File: config.mk
export PLATFORM = sky130hd
export DESIGN_NAME = zoneAddrCodec
export DESIGN_NICKNAME = d
export VERILOG_FILES = /design/src/rtl/zoneCodec_pkg.sv /design/src/rtl/zoneTable.sv /design/src/rtl/zoneEncCtrl.sv /design/src/rtl/zoneEncPath.sv /design/src/rtl/zoneDecoder.sv /design/src/rtl/zoneAddrCodec.sv
export SDC_FILE = /design/constraint.sdc
export NUM_CORES = 1
export LEC_CHECK = 0
export BUFFER_PORTS_ARGS = -buffer_cell sky130_fd_sc_hd__buf_2
export CAP_MARGIN = 15
export CORE_MARGIN = 8
export CORE_UTILIZATION = 62
export DETAILED_ROUTE_END_ITERATION = 8
export GPL_TIMING_DRIVEN = 0
export PLACE_DENSITY = 0.81
export SLEW_MARGIN = 20
export SYNTH_ARGS = -nofsm -noshare
export SYNTH_HDL_FRONTEND = slang
export SYNTH_SLANG_ARGS = --single-unit
File: constraint.sdc
create_clock -name clk -period 8.65 [get_ports clk]
set_clock_uncertainty 0.05 [all_clocks]
set_input_delay 2.1625 -clock clk [delete_from_list [all_inputs] [get_ports clk]]
set_output_delay 2.1625 -clock clk [all_outputs]
set_load 0.02 [all_outputs]
File: src/rtl/zoneCodec_pkg.sv
package zoneCodec_pkg;

  // Strobes from the encoder control to the encoder datapath
  typedef struct packed {
    logic takeIn;     // address accepted this cycle
    logic sendDirect; // accepted address fits a zone offset
    logic sendMarker; // accepted address needs the escape pair
    logic sendRaw;    // second cycle of an escape
  } encStrb_t;

  // Zone table update request
  typedef struct packed {
    logic upd;    // write one zone this edge
    logic useLru; // write the least recently used zone
    logic sel;    // otherwise write this zone
  } zoneUpd_t;

endpackage

File: src/rtl/zoneTable.sv
module zoneTable
  import zoneCodec_pkg::*;
#(
  parameter int ADDR_W = 16
) (
  input  logic                   clk,
  input  logic                   rst,
  input  zoneUpd_t               updIn,
  input  logic [ADDR_W-1:0]      loadVal,
  output logic [1:0][ADDR_W-1:0] zoneOut,
  output logic                   lruOut
);

  localparam int NUM_ZONES = 2;

  logic [ADDR_W-1:0] zoneQ [NUM_ZONES];
  logic              lruQ;
  logic              idx;

  assign idx = updIn.useLru ? lruQ : updIn.sel;

  for (genvar k = 0; k < NUM_ZONES; k++) begin : g_zone
    always_ff @(posedge clk) begin
      if (rst) zoneQ[k] <= '0;
      else if (updIn.upd && (idx == 1'(k))) zoneQ[k] <= loadVal;
    end
    assign zoneOut[k] = zoneQ[k];
  end

  always_ff @(posedge clk) begin
    if (rst) lruQ <= 1'b0;
    else if (updIn.upd) lruQ <= ~idx;
  end

  assign lruOut = lruQ;

  AST_RESET_CLEARS: assert property (@(posedge clk)
    (!rst && $past(rst)) |-> (zoneQ[0] == '0 && zoneQ[1] == '0 && !lruQ));

endmodule

File: src/rtl/zoneEncCtrl.sv
module zoneEncCtrl
  import zoneCodec_pkg::*;
(
  input  logic     clk,
  input  logic     rst,
  input  logic     addrValid,
  input  logic     needEsc,
  output logic     addrReady,
  output encStrb_t strb
);

  typedef enum logic {ENC_IDLE, ENC_RAW} encState_t;

  encState_t state, stateNext;
  logic      accept;

  assign addrReady = (state == ENC_IDLE);
  assign accept    = addrValid && addrReady;

  always_comb begin
    strb.takeIn     = accept;
    strb.sendDirect = accept && !needEsc;
    strb.sendMarker = accept && needEsc;
    strb.sendRaw    = (state == ENC_RAW);
  end

  always_comb begin
    stateNext = state;
    case (state)
      ENC_IDLE: if (accept && needEsc) stateNext = ENC_RAW;
      ENC_RAW:  stateNext = ENC_IDLE;
      default:  stateNext = ENC_IDLE;
    endcase
  end

  always_ff @(posedge clk) begin
    if (rst) state <= ENC_IDLE;
    else     state <= stateNext;
  end

  AST_ESC_STALLS_ONCE: assert property (@(posedge clk) disable iff (rst)
    strb.sendMarker |=> (!addrReady && strb.sendRaw) ##1 addrReady);

endmodule

File: src/rtl/zoneEncPath.sv
module zoneEncPath
  import zoneCodec_pkg::*;
#(
  parameter int ADDR_W = 16
) (
  input  logic                   clk,
  input  logic                   rst,
  input  logic [ADDR_W-1:0]      addrIn,
  input  encStrb_t               strb,
  input  logic [1:0][ADDR_W-1:0] zoneIn,
  output logic                   needEsc,
  output logic [ADDR_W-1:0]      busWord,
  output logic                   busValid,
  output zoneUpd_t               updOut,
  output logic [ADDR_W-1:0]      loadVal
);

  localparam int OFF_W = ADDR_W - 1;
  localparam logic [ADDR_W-1:0] OFF_LIM = ADDR_W'((1 << (ADDR_W - 2)) - 1);
  localparam logic [OFF_W-1:0]  MARKER_OFF = {1'b1, {(OFF_W-1){1'b0}}};

  logic [ADDR_W-1:0] diffZ [2];
  logic [ADDR_W-1:0] magZ  [2];
  logic              pick1;
  logic [ADDR_W-1:0] diffSel;
  logic [ADDR_W-1:0] magSel;
  logic [ADDR_W-1:0] escAddr;

  for (genvar k = 0; k < 2; k++) begin : g_off
    assign diffZ[k] = addrIn - zoneIn[k];
    assign magZ[k]  = diffZ[k][ADDR_W-1] ? ('0 - diffZ[k]) : diffZ[k];
  end

  assign pick1   = (magZ[1] < magZ[0]);
  assign diffSel = pick1 ? diffZ[1] : diffZ[0];
  assign magSel  = pick1 ? magZ[1] : magZ[0];
  assign needEsc = (magSel > OFF_LIM);

  always_ff @(posedge clk) begin
    if (rst) escAddr <= '0;
    else if (strb.sendMarker) escAddr <= addrIn;
  end

  always_ff @(posedge clk) begin
    if (rst) begin
      busWord  <= '0;
      busValid <= 1'b0;
    end else begin
      busValid <= strb.sendDirect || strb.sendMarker || strb.sendRaw;
      if (strb.sendDirect)      busWord <= {pick1, diffSel[OFF_W-1:0]};
      else if (strb.sendMarker) busWord <= {1'b0, MARKER_OFF};
      else if (strb.sendRaw)    busWord <= escAddr;
    end
  end

  always_comb begin
    updOut.upd    = strb.sendDirect || strb.sendRaw;
    updOut.useLru = strb.sendRaw;
    updOut.sel    = pick1;
    loadVal       = strb.sendRaw ? escAddr : addrIn;
  end

  AST_ACCEPT_TO_WORD: assert property (@(posedge clk) disable iff (rst)
    strb.takeIn |=> busValid);

  AST_DIRECT_NOT_MARKER: assert property (@(posedge clk) disable iff (rst)
    strb.sendDirect |=> (busWord[OFF_W-1:0] != MARKER_OFF));

endmodule

File: src/rtl/zoneDecoder.sv
module zoneDecoder
  import zoneCodec_pkg::*;
#(
  parameter int ADDR_W = 16
) (
  input  logic                   clk,
  input  logic                   rst,
  input  logic [ADDR_W-1:0]      busWord,
  input  logic                   busValid,
  input  logic [1:0][ADDR_W-1:0] zoneIn,
  output zoneUpd_t               updOut,
  output logic [ADDR_W-1:0]      loadVal,
  output logic [ADDR_W-1:0]      addrOut,
  output logic                   addrOutValid
);

  localparam int OFF_W = ADDR_W - 1;
  localparam logic [OFF_W-1:0] MARKER_OFF = {1'b1, {(OFF_W-1){1'b0}}};

  logic              waitRaw;
  logic              isMarker;
  logic [ADDR_W-1:0] zoneSel;
  logic [ADDR_W-1:0] recon;

  assign isMarker = (busWord[OFF_W-1:0] == MARKER_OFF);
  assign zoneSel  = busWord[ADDR_W-1] ? zoneIn[1] : zoneIn[0];
  assign recon    = zoneSel + {busWord[OFF_W-1], busWord[OFF_W-1:0]};

  always_comb begin
    updOut.upd    = busValid && (waitRaw || !isMarker);
    updOut.useLru = waitRaw;
    updOut.sel    = busWord[ADDR_W-1];
    loadVal       = waitRaw ? busWord : recon;
  end

  always_ff @(posedge clk) begin
    if (rst) begin
      waitRaw      <= 1'b0;
      addrOut      <= '0;
      addrOutValid <= 1'b0;
    end else begin
      addrOutValid <= updOut.upd;
      if (updOut.upd) addrOut <= loadVal;
      if (busValid) waitRaw <= !waitRaw && isMarker;
    end
  end

  AST_RAW_COMPLETES: assert property (@(posedge clk) disable iff (rst)
    (busValid && waitRaw) |=> (addrOutValid && !waitRaw));

endmodule

File: src/rtl/zoneAddrCodec.sv
module zoneAddrCodec
  import zoneCodec_pkg::*;
#(
  parameter int ADDR_W = 16
) (
  input  logic              clk,
  input  logic              rst,
  input  logic [ADDR_W-1:0] addrIn,
  input  logic              addrValid,
  output logic              addrReady,
  output logic [ADDR_W-1:0] busWord,
  output logic              busValid,
  output logic [ADDR_W-1:0] addrOut,
  output logic              addrOutValid
);

  encStrb_t              strb;
  logic                  needEsc;
  zoneUpd_t              encUpd, decUpd;
  logic [ADDR_W-1:0]     encLoad, decLoad;
  logic [1:0][ADDR_W-1:0] encZones, decZones;
  logic                  encLru, decLru;

  zoneEncCtrl u_encCtrl (
    .clk(clk), .rst(rst), .addrValid(addrValid), .needEsc(needEsc),
    .addrReady(addrReady), .strb(strb)
  );

  zoneEncPath #(.ADDR_W(ADDR_W)) u_encPath (
    .clk(clk), .rst(rst), .addrIn(addrIn), .strb(strb), .zoneIn(encZones),
    .needEsc(needEsc), .busWord(busWord), .busValid(busValid),
    .updOut(encUpd), .loadVal(encLoad)
  );

  zoneTable #(.ADDR_W(ADDR_W)) u_encTable (
    .clk(clk), .rst(rst), .updIn(encUpd), .loadVal(encLoad),
    .zoneOut(encZones), .lruOut(encLru)
  );

  zoneDecoder #(.ADDR_W(ADDR_W)) u_dec (
    .clk(clk), .rst(rst), .busWord(busWord), .busValid(busValid),
    .zoneIn(decZones), .updOut(decUpd), .loadVal(decLoad),
    .addrOut(addrOut), .addrOutValid(addrOutValid)
  );

  zoneTable #(.ADDR_W(ADDR_W)) u_decTable (
    .clk(clk), .rst(rst), .updIn(decUpd), .loadVal(decLoad),
    .zoneOut(decZones), .lruOut(decLru)
  );

  AST_TABLES_IN_STEP: assert property (@(posedge clk) disable iff (rst || $past(rst))
    (decZones == $past(encZones)) && (decLru == $past(encLru)));

endmodule

======== After elaboration in Yosys (flattened, before gate mapping) ========
Memories as Yosys holds them, arrays and structs flattened.
Index checks and enable logic that the tools add are counted.
word-level totals
  RAM bits ................................ 64
  memories kept ........................... 2
  bits in registers ....................... 54
  word-level logic and storage cells ...... 75
  output and inout port bits .............. 35
  bits of input ports ..................... 19
memory list
  name              depth  width  read ports  clocked after memory_dff  wr ports  RTL line         text
  u_decTable.zoneQ  2      16     2           0                         2         zoneTable.sv:16  logic [ADDR_W-1:0] zoneQ [NUM_ZONES];
  u_encTable.zoneQ  2      16     2           0                         2         zoneTable.sv:16
operators by class
  magnitude comparators ................... 2
  multiplexer cells ....................... 32
  reductions and logical operators ........ 17
  $add $sub $neg .......................... 5
  bitwise logic cells ..................... 7
  equal/unequal tests ..................... 1
operators with widths
  operator                                               count
  2-to-1 mux 16 bit                                      13
  subtractor 1 x 16 -> 16 bit (first input constant)     2
  subtractor 16 bit                                      2
  2-to-1 mux 1 bit                                       17
  adder 16 bit                                           1
  > comparator 16 x 14 -> 1 bit (second input constant)  1
  < comparator 16 bit                                    1
  == test 15 bit (second input constant)                 1
  2-to-1 mux 15 bit                                      1
  logical AND 1 bit                                      9
  logical OR 1 bit                                       4
  bitwise OR 1 bit                                       4
  zero test 1 bit                                        3
  NOT 1 bit                                              3
  nonzero test 3 bit                                     1
  one-hot mux 1 bit (2 select lines)                     1

======== Logic depth before layout (Yosys ltp) ========
Gate-level depths: netlist of run 1.
An unclocked memory read counts as a cell.
  depth in word-level cells ............... 15
  gate-level depth with buffers ........... 23
  gate-level depth less buffers ........... 22

======== Hierarchy ========
A second synthesis of run 1 with hierarchy kept.
second synthesis, totals
  cells, all modules ...................... 1003
  area, all modules ....................... 9038.7 µm²
by module, submodules not included
  module       times used  cells each  area an instance (µm²)  seq. area each (µm²)
  zoneEncPath  1           572         4449.3                  660.6
  zoneTable    2           96          1321.3                  980.9
  zoneDecoder  1           231         1869.3                  360.3
  zoneEncCtrl  1           8           77.6                    20.0

======== Least setup slack after synthesis of run 1 ========
No wires, ideal clock.
  path kind ............................... input-to-reg
  start point ............................. input port addrIn[0]
  end point ............................... memory u_encTable.zoneQ[1][0] (enable)
  data required time ...................... 8.189 ns
  stages on the path ...................... 23
  library setup time ...................... 0.411 ns
  path buffers ............................ 1
  arrival time ............................ 7.411 ns
  slack ................................... 0.778 ns
  cell sequence ........................... inv_1 > ha_1 > inv_1 > fa_1 > a211oi_1 > nor2_1 > xnor2_1 > nor3_1 > nand3b_1 > or2_2 > o21ai_0 > xor2_1 > ha_1 > a21o_1 > a21o_1 > a21oi_1 > o211ai_1 > a21oi_1 > nor2_2 > nand3_1 > o311ai_2 > buf_2 > o21ai_0
RTL lines
  item         RTL line            text
  from (decl)  zoneAddrCodec.sv:8  input logic [ADDR_W-1:0] addrIn,
  to (decl)    zoneTable.sv:16

==> impl_metrics.json, run 1 <==
{
  "status": "finished, final reports clean",
  "grt_overflow": 0,
  "crit_end": "u_encTable.zoneQ[1][10]$_SDFFCE_PN0P_",
  "first_pass_iters": 5,
  "highest_layer": "met4",
  "rows": 43,
  "grt_max_degree": 18,
  "cts_setup_buffers": 0,
  "drive_gt1_share_pct": 12.64,
  "tightest_slew_ps": 849.2,
  "avgViaCountPerCell": 6.349,
  "syn_inst": 974,
  "clock_sinks": 118,
  "rr_startpoint": "u_encTable.zoneQ[1][9]$_SDFFCE_PN0P_",
  "stdcell_area_um2": 9764,
  "ctsHoldBuffers": 0,
  "placed_cell_area_um2": 9165,
  "final_common_cell": "nor2_1",
  "fin_crit_ps": 8098,
  "crit_family": "compound AO/OA/AOI/OAI gates",
  "wl_met1_um": 9375,
  "cts_buffers": 17,
  "yosysSeqAreaShare_pct": 34.68,
  "wl_um": 23810,
  "routedWlPerCell_um": 19.20,
  "antenna_found_initial": 0,
  "met2_length_um": 11860,
  "cts_resized": 0,
  "cp_max_fo": 11,
  "grt_pass1_vias": 7623,
  "syn_to_final_growth_pct": 12.76,
  "pin_count": 54,
  "path_depth": 22,
  "cp_common_cell": "a21oi_1",
  "cap_viol_max_count": 0,
  "whs_ps": 391.0,
  "hold_violations": 0,
  "yosysWarnings": 0,
  "rsz0062_at_grt": "false",
  "min_period_over_period_pct": 93.62,
  "die_area_um2": 18000,
  "yosysUniqueCellTypes": 78,
  "fin_util_pct": 70.89,
  "crit_chain": "buf_2 -> ha_1 -> clkbuf_1 -> a21oi_1 -> a31oi_1 -> o31ai_1 -> o211ai_1 -> o31ai_1 -> xnor2_1 -> clkbuf_1 -> o21ai_0 -> ha_1 -> a21o_1 -> a21o_1 -> a21oi_1 -> o21ai_0 -> a21oi_1 -> nor2_2 -> o311ai_2 -> buf_2 -> o21ai_2 -> buf_6",
  "syn_area_per_cell_um2": 8.891,
  "die_x_um": 134.2,
  "startpoint_type": "input port",
  "slew_headroom_pct": 42.86,
  "synth_edf_count": 64,
  "nets": 1131,
  "postRouteAntennaNets": 0,
  "place_hpwl_um": 17800,
  "crit_arrival_ps": 8220,
  "final_cell_mix": "nor2_1, nand2_1, edfxtp_1",
  "drt_iter0_markers": 605,
  "globalplace.congestion": 0.9476,
  "drc": 0,
  "synth-async-reset-ratio_pct": 0,
  "cts_buffer_depth": 2,
  "setup_viol": 0,
  "worstPathRequired_ps": 8780,
  "cp_slowest_cell": "o311ai_2",
  "clk_latency_ps": 420,
  "hold_class": "reg -> reg",
  "path_class": "in -> reg",
  "rrSetupSlack_ps": 2080,
  "htreeDepth": 4,
  "synth_fp_nets": 1058,
  "finalSetupTns_ps": 0,
  "slew_violations": 0,
  "wl_met3_um": 1810,
  "endpoint_kind": "register",
  "core-area_um2": 13770,
  "regToRegEndpoint": "u_encTable.zoneQ[1][10]$_SDFFCE_PN0P_",
  "ff2ff_path_depth": 22,
  "root_buffer": "clkbuf_16",
  "grt_use_total_pct": 26.28,
  "start_util_pct": 62.87,
  "netlist_area_um2": 8660,
  "n_antenna_cell": 0,
  "critical-path-max-stage-delay_ps": 670,
  "port_buffers": 53,
  "max_freq_mhz": 123.5,
  "vias": 7873,
  "clkTransAtPathRegs_ps": 50,
  "worst-path-buf-inv": 5,
  "tritoncts": "built",
  "ys_ff_latch": 118,
  "cp-startpoint": "addrIn[9]",
  "chipHeight_um": 134.2,
  "synth_top_flop_cell": "edfxtp_1",
  "grt_pass1_wl_um": 37810
}
## tightest hold or removal path: stages, from the launching register on
cell and delay, ps:
dfxtp_1 310, nand2_1 50, nand2_1 40
## sequential cells by signal, summed over array words and instances, names as in the netlist
register,cells
u_encPath.busValid,1
u_encTable.lruOut,1
u_encTable.zoneQ,32
u_dec.addrOut,16
u_decTable.lruOut,1
u_encPath.busWord,16
u_encPath.escAddr,16
u_dec.waitRaw,1
u_encCtrl.state,1
u_dec.addrOutValid,1
u_decTable.zoneQ,32
## per-stage QoR
step | std cells | setup WS [ps]
6_report | 1240 | 552.0
5_1_grt | 1240 | 184.2
4_1_cts | 1240 | 665.6
3_5_place_dp | 1208 | 273.2
3_3_place_gp | 1207 | -869.8
2_1_floorplan | 974 | 777.9
## routing by layer
layer | vias to the layer above | GRT usage, %
met2 | 354 | 45.76
met5 | - | 0
met3 | 78 | 5.460
met4 | 0 | 11.17
met1 | 3723 | 30.62
li1 | 3718 | -
## worst min path at each step
| stage | from | endpoint | depth (start not counted) |
|---|---|---|---|
| 4_1_cts | u_dec.addrOut[5]$_SDFFE_PP0P_ | u_dec.addrOut[5]$_SDFFE_PP0P_ | 2 |
| 5_1_grt | u_dec.addrOut[5]$_SDFFE_PP0P_ | u_dec.addrOut[5]$_SDFFE_PP0P_ | 2 |
| 2_1_floorplan | u_decTable.lruOut$_SDFFE_PP0P_ | u_decTable.lruOut$_SDFFE_PP0P_ | 2 |
| 3_3_place_gp | u_dec.addrOut[6]$_SDFFE_PP0P_ | u_dec.addrOut[6]$_SDFFE_PP0P_ | 2 |
| 6_report | u_dec.addrOut[5]$_SDFFE_PP0P_ | u_dec.addrOut[5]$_SDFFE_PP0P_ | 2 |
| 3_5_place_dp | u_dec.addrOut[5]$_SDFFE_PP0P_ | u_dec.addrOut[5]$_SDFFE_PP0P_ | 2 |
## kinds of logic after synthesis
group	count (synthesis)	synth area share [%]
AO/OA/AOI/OAI	271	21.12
XOR/XNOR	58	5.866
adder cells (fa/ha/maj)	65	9.652
buffers and inverters	99	4.609
flip-flops	118	34.68
multiplexers	43	5.202
AND/OR/NAND/NOR	320	18.87
## Yosys cell counts (all sizes together) (18+ instances only)
cell type   n  share of area (%)
clkbuf     34                1.5
or3b       18                1.8
mux2i      27                3.1
dfxtp      54                 12
a21oi      54                3.1
nand2      88                3.8
edfxtp     64                 22
o21ai      66                3.9
inv        56                2.4
nor2       97                4.2
xnor2      44                4.5
a21o       20                1.7
nor3       20                1.3
ha         62                9.0
## layout make-up
class                      instances  area, um^2
multi-input combinational        757        5261
fill                            1091        4009
sequential                       118        3003
clock buffer                      21       440.4
timing repair buffer              54       276.5
tap                              180       225.2
inverter                          56       210.2
buffer                            43       188.9
clock inverter                    11       158.9
Power of run 1 is left out: the tool's default activity adds up to more than one toggle a clock period on the data nets, which glitch-free logic cannot reach.
==> run 2: changes to the inputs <==
--- a/config.mk
+++ b/config.mk
@@ -8,11 +8,12 @@
 export BUFFER_PORTS_ARGS = -buffer_cell sky130_fd_sc_hd__buf_2
 export CAP_MARGIN = 15
 export CORE_MARGIN = 8
-export CORE_UTILIZATION = 62
+export CORE_UTILIZATION = 56
 export DETAILED_ROUTE_END_ITERATION = 8
 export GPL_TIMING_DRIVEN = 0
-export PLACE_DENSITY = 0.81
+export PLACE_DENSITY = 0.74
 export SLEW_MARGIN = 20
 export SYNTH_ARGS = -nofsm -noshare
 export SYNTH_HDL_FRONTEND = slang
+export SYNTH_HIERARCHICAL = 1
 export SYNTH_SLANG_ARGS = --single-unit
==> run 2 against run 1 <==
Against the previous run:
- count of clock-buffer cells in the layout did not move
- wire length rose by 6.4%
- via count fell by 0.19%
- die area rose by 13%
- first-iteration DRC count rose by 30%
- hold slack improved by 52 ps
- design area rose by 4.4%
- critical path type unchanged
==> impl_metrics.json, run 2 <==
{
  "nets": 1159,
  "seq_area_um2": 3003,
  "drt_iter0_markers": 787,
  "min_period_over_period_pct": 96.36,
  "final_cells": 1304,
  "tritoncts": "built",
  "clock_sinks": 118,
  "cts_buffers": 17,
  "final_common_cell": "nor2_1",
  "place_hpwl_um": 19410,
  "multi_input_area_um2": 5523,
  "cp_slowest_cell": "a221o_1",
  "crit_arrival_ps": 8560,
  "crit_end": "u_encTable/zoneQ[0][13]$_SDFFCE_PN0P_",
  "grt_pass1_wl_um": 39500,
  "avgViaCountPerCell": 6.026,
  "postRouteAntennaNets": 0,
  "status": "finished, final reports clean",
  "top_regs": "u_decTable/zoneQ x32, u_encTable/zoneQ x32",
  "fin_util_pct": 64.43,
  "synth_fp_nets": 1085,
  "syn_to_final_growth_pct": 13.04,
  "max_freq_mhz": 120.0,
  "root_buffer": "clkbuf_16",
  "grt_max_degree": 17,
  "ff2ff_path_depth": 32,
  "htreeDepth": 4,
  "cap_viol_max_count": 0,
  "setup_viol": 0,
  "pin_count": 54,
  "yosysWarnings": 6,
  "final_cell_mix": "nor2_1, nand2_1, edfxtp_1",
  "vias": 7858,
  "ctsHoldBuffers": 0,
  "wl_um": 25330,
  "syn_area_per_cell_um2": 9.013,
  "netlist_area_um2": 9022,
  "routedWlPerCell_um": 19.43,
  "port_buffers": 53,
  "clk_latency_ps": 420,
  "syn_inst": 1001,
  "grt_overflow": 0,
  "endpoint_kind": "register",
  "startpoint_type": "input port",
  "path_class": "in -> reg",
  "grt_use_total_pct": 25.12,
  "drc": 0,
  "fin_crit_ps": 8335,
  "globalplace.congestion": 0.9121,
  "worstPathRequired_ps": 8870,
  "start_util_pct": 57.00,
  "cp_max_fo": 10,
  "cts_buffer_depth": 2,
  "first_pass_iters": 5,
  "rr_startpoint": "u_encTable/zoneQ[0][4]$_SDFFCE_PN0P_",
  "drive_gt1_share_pct": 19.21,
  "cp-startpoint": "addrIn[4]",
  "setup_ws_ps": 315.1,
  "core-area_um2": 15830,
  "clkTransAtPathRegs_ps": 60,
  "rows": 46,
  "die_x_um": 142.9,
  "slew_violations": 0,
  "hold_violations": 0,
  "nFillCells": 1339,
  "rsz0062_at_grt": "false",
  "hold-path-cell-count": 2,
  "pre_cts_ws_ps": -941.1,
  "antenna_found_initial": 0,
  "hold_class": "reg -> reg",
  "dp.cells": 1270,
  "critical-path-max-stage-delay_ps": 470,
  "rrSetupSlack_ps": 1790,
  "slew_headroom_pct": 42.00,
  "cp_common_cell": "a21oi_1",
  "regToRegEndpoint": "u_encTable/zoneQ[0][13]$_SDFFCE_PN0P_",
  "n_antenna_cell": 0,
  "tightest_slew_ps": 870.0,
  "die_area_um2": 20430,
  "grt_pass1_vias": 7381,
  "chipHeight_um": 142.9
}
-- run 2: worst min-delay path by stage --
stage | end | startpoint
floorplan | u_encPath/escAddr[14]$_SDFFE_PP0P_ | u_encPath/escAddr[14]$_SDFFE_PP0P_
global placement | u_dec/addrOut[3]$_SDFFE_PP0P_ | u_dec/addrOut[3]$_SDFFE_PP0P_
detailed placement | u_dec/addrOut[3]$_SDFFE_PP0P_ | u_dec/addrOut[3]$_SDFFE_PP0P_
CTS | u_dec/addrOut[5]$_SDFFE_PP0P_ | u_dec/addrOut[5]$_SDFFE_PP0P_
global route | u_encPath/escAddr[14]$_SDFFE_PP0P_ | u_encPath/escAddr[14]$_SDFFE_PP0P_
finish | u_dec/addrOut[1]$_SDFFE_PP0P_ | u_dec/addrOut[1]$_SDFFE_PP0P_
-- run 2: timing repair --
| item | CTS | global route |
|---|---|---|
| resized for setup | 2 | 17 |
| pin swaps | 0 | 2 |
| endpoints found under the hold margin | 0 | 0 |
| endpoints found under the setup margin | 88 | 92 |
| setup buffers | 0 | 4 |
-- run 2: cell type report --
| type | count | area share (%) |
|---|---|---|
| Buffer | 45 | 2.785 |
| Clock buffer | 21 | 4.613 |
| Clock inverter | 11 | 0.9815 |
| Inverter | 64 | 2.356 |
| Multi-Input combinational cell | 772 | 54.15 |
| Sequential cell | 118 | 29.44 |
| Tap cell | 216 | 2.650 |
| Timing Repair Buffer | 57 | 3.018 |
-- run 2: critical path, delay by kind of cell --
family / cells / cell delay (ps)
compound gates: 11 / 2120
xor+xnor: 2 / 540
fa+ha+maj: 2 / 630
buf+inv: 7 / 1390
simple gates: 10 / 1690
-- run 2: layer usage --
metal | track usage, % | up-vias | share of wire [%]
met2 | 38.65 | 344 | 44
met3 | 4.474 | 41 | 8.3
met1 | 35.10 | 3720 | 46
met5 | 0 | - | 0
met4 | 7.383 | 0 | 1.7
li1 | - | 3753 | -
-- run 2: stage by stage --
step / hold WS (ps) / TNS (ps) / area [um^2]
2_1_floorplan: 410.2 / 0 / 9022
3_3_place_gp: 424.2 / -61240 / 9558
3_5_place_dp: 433.6 / -65020 / 9558
4_1_cts: 449.0 / 0 / 10130
5_1_grt: 466.9 / 0 / 10200
6_report: 443.3 / 0 / 10200
Power of run 2 is left out for the same reason.
==> run 3: changes to the inputs <==
--- a/config.mk
+++ b/config.mk
@@ -11,7 +11,7 @@
 export CORE_UTILIZATION = 56
 export DETAILED_ROUTE_END_ITERATION = 8
 export GPL_TIMING_DRIVEN = 0
-export PLACE_DENSITY = 0.74
+export PLACE_DENSITY = 0.77
 export SLEW_MARGIN = 20
 export SYNTH_ARGS = -nofsm -noshare
 export SYNTH_HDL_FRONTEND = slang
==> constraint.sdc (replaced) <==
create_clock -name clk -period 7.3 [get_ports clk]
set_clock_uncertainty 0.05 [all_clocks]
set_input_delay 1.825 -clock clk [delete_from_list [all_inputs] [get_ports clk]]
set_output_delay 1.825 -clock clk [all_outputs]
set_load 0.02 [all_outputs]
==> run 3 against run 2 <==
Against the previous run:
- sequential share of layout area shrank 0.77 points
- non-clock buffer count grew 11
- core utilization grew 1.7 points
- first-iteration DRC count grew 5.6%
- register-to-register slack lost 430 ps
- die area is the same
- via count grew 2.1%
- flip-flop and latch count is the same
- largest cell class unchanged
- global-route usage shrank 0.087 points
- hold slack lost 5.9 ps
==> impl_metrics.json, run 3 (synthesis gave the netlist of run 2 again) <==
{
  "cap_viol_max_count": 0,
  "final_cell_mix": "nor2_1, nand2_1, edfxtp_1",
  "clkTransAtPathRegs_ps": 50,
  "final_common_cell": "nor2_1",
  "grt_pass1_vias": 7436,
  "nets": 1170,
  "wl_met1_um": 11010,
  "port_buffers": 53,
  "endpoint_kind": "register",
  "max_freq_mhz": 140.2,
  "worst-path-buf-inv": 8,
  "met2_length_um": 11630,
  "die_x_um": 142.9,
  "start_util_pct": 57.00,
  "rows": 46,
  "highest_layer": "met4",
  "slew_violations": 0,
  "ctsHoldBuffers": 0,
  "wl_met3_um": 2149,
  "grt_use_total_pct": 25.03,
  "die_area_um2": 20430,
  "grt_overflow": 0,
  "hold_class": "reg -> reg",
  "cp_max_fo": 10,
  "fin_crit_ps": 7134,
  "vias": 8020,
  "cts_buffer_depth": 2,
  "min_period_over_period_pct": 97.73,
  "cts_buffers": 17,
  "wl_um": 25490,
  "tightest_slew_ps": 809.4,
  "clk_latency_ps": 420,
  "drive_gt1_share_pct": 22.02,
  "slew_headroom_pct": 45.85,
  "n_antenna_cell": 0,
  "grt_pass1_wl_um": 39520,
  "tritoncts": "built",
  "path_class": "in -> reg",
  "syn_to_final_growth_pct": 16.07,
  "crit_arrival_ps": 7250,
  "htreeDepth": 4,
  "globalplace.congestion": 0.9540,
  "grt_max_degree": 17,
  "routedWlPerCell_um": 19.39,
  "worstPathRequired_ps": 7420,
  "root_buffer": "clkbuf_16",
  "pin_count": 54,
  "top_regs": "u_decTable/zoneQ x32, u_encTable/zoneQ x32",
  "first_pass_iters": 6,
  "drt_iter0_markers": 831,
  "setup_viol": 0,
  "crit_family": "compound AO/OA/AOI/OAI gates",
  "clock_sinks": 118,
  "core-area_um2": 15830,
  "whs_ps": 437.4,
  "avgViaCountPerCell": 6.099,
  "chipHeight_um": 142.9,
  "startpoint_type": "input port",
  "drc": 0,
  "critical-path-max-stage-delay_ps": 500,
  "antenna_found_initial": 0,
  "status": "finished, final reports clean",
  "cp_slowest_cell": "a21oi_1",
  "hold_violations": 0,
  "place_hpwl_um": 19040,
  "postRouteAntennaNets": 0
}
[run 3: changes by cell type in the layout (fill, tap and decap cells not counted), sizes merged]
cell	change
buf	+16
clkbuf	-4
clkinv	+2
inv	-1
bufinv	+1
clkinvlp	-3
[run 3: worst min-delay path, stage by stage (launching register included)]
cell and delay [ps]:
dfxtp_1 320, mux2i_1 60, nor2_1 70
[run 3: what timing repair did]
item,4_1_cts,5_1_grt
setup endpoints to repair,98,88
setup buffers,11,5
resized for setup,20,38
pin swaps,8,14
[run 3: metrics by stage]
| stage | instance area [um^2] | utilization, % | cells | setup TNS [ps] | setup slack [ps] |
|---|---|---|---|---|---|
| global placement | 9585 | 60.56 | 1270 | -117070 | -1364 |
| global route | 10470 | 66.17 | 1315 | -22.09 | -14.66 |
| CTS | 10280 | 64.94 | 1311 | 0 | 20.19 |
| finish | 10470 | 66.17 | 1315 | 0 | 165.7 |
| detailed placement | 9585 | 60.56 | 1270 | -124860 | -1427 |
| floorplan | 9050 | - | 1001 | -394.1 | -38.10 |
[run 3: path summary, 6_finish.rpt]
kind / start / to / slack (ps) / cells after the start
worst max-delay path: addrIn[0] / u_encTable/zoneQ[0][5]$_SDFFCE_PN0P_ / 170 / 29
worst min-delay path: u_dec/addrOut[4]$_SDFFE_PP0P_ / u_dec/addrOut[4]$_SDFFE_PP0P_ / 440 / 2
worst max register to register: u_encTable/zoneQ[1][0]$_SDFFCE_PN0P_ / u_encTable/zoneQ[0][5]$_SDFFCE_PN0P_ / 1360 / 27
worst min register to register: u_dec/addrOut[4]$_SDFFE_PP0P_ / u_dec/addrOut[4]$_SDFFE_PP0P_ / 440 / 2
[run 3: area by class of cell]
class                   instances  area (um^2)
flip-flops and latches        118         3003
plain buffers                  44        305.3
inverters                      64        240.2
multi-input cells             772         5713
repair buffers                 69        389.1
well taps                     216        270.3
clock buffers                  22        444.2
clock inverters                10        107.6
fillers                      1264         5355
[run 3: layer usage]
| metal | vias to the layer above | track usage (%) |
|---|---|---|
| li1 | 3787 | - |
| met4 | 0 | 8.501 |
| met5 | - | 0 |
| met1 | 3799 | 33.00 |
| met3 | 61 | 5.776 |
| met2 | 373 | 39.45 |
Power of run 3 is left out for the same reason.
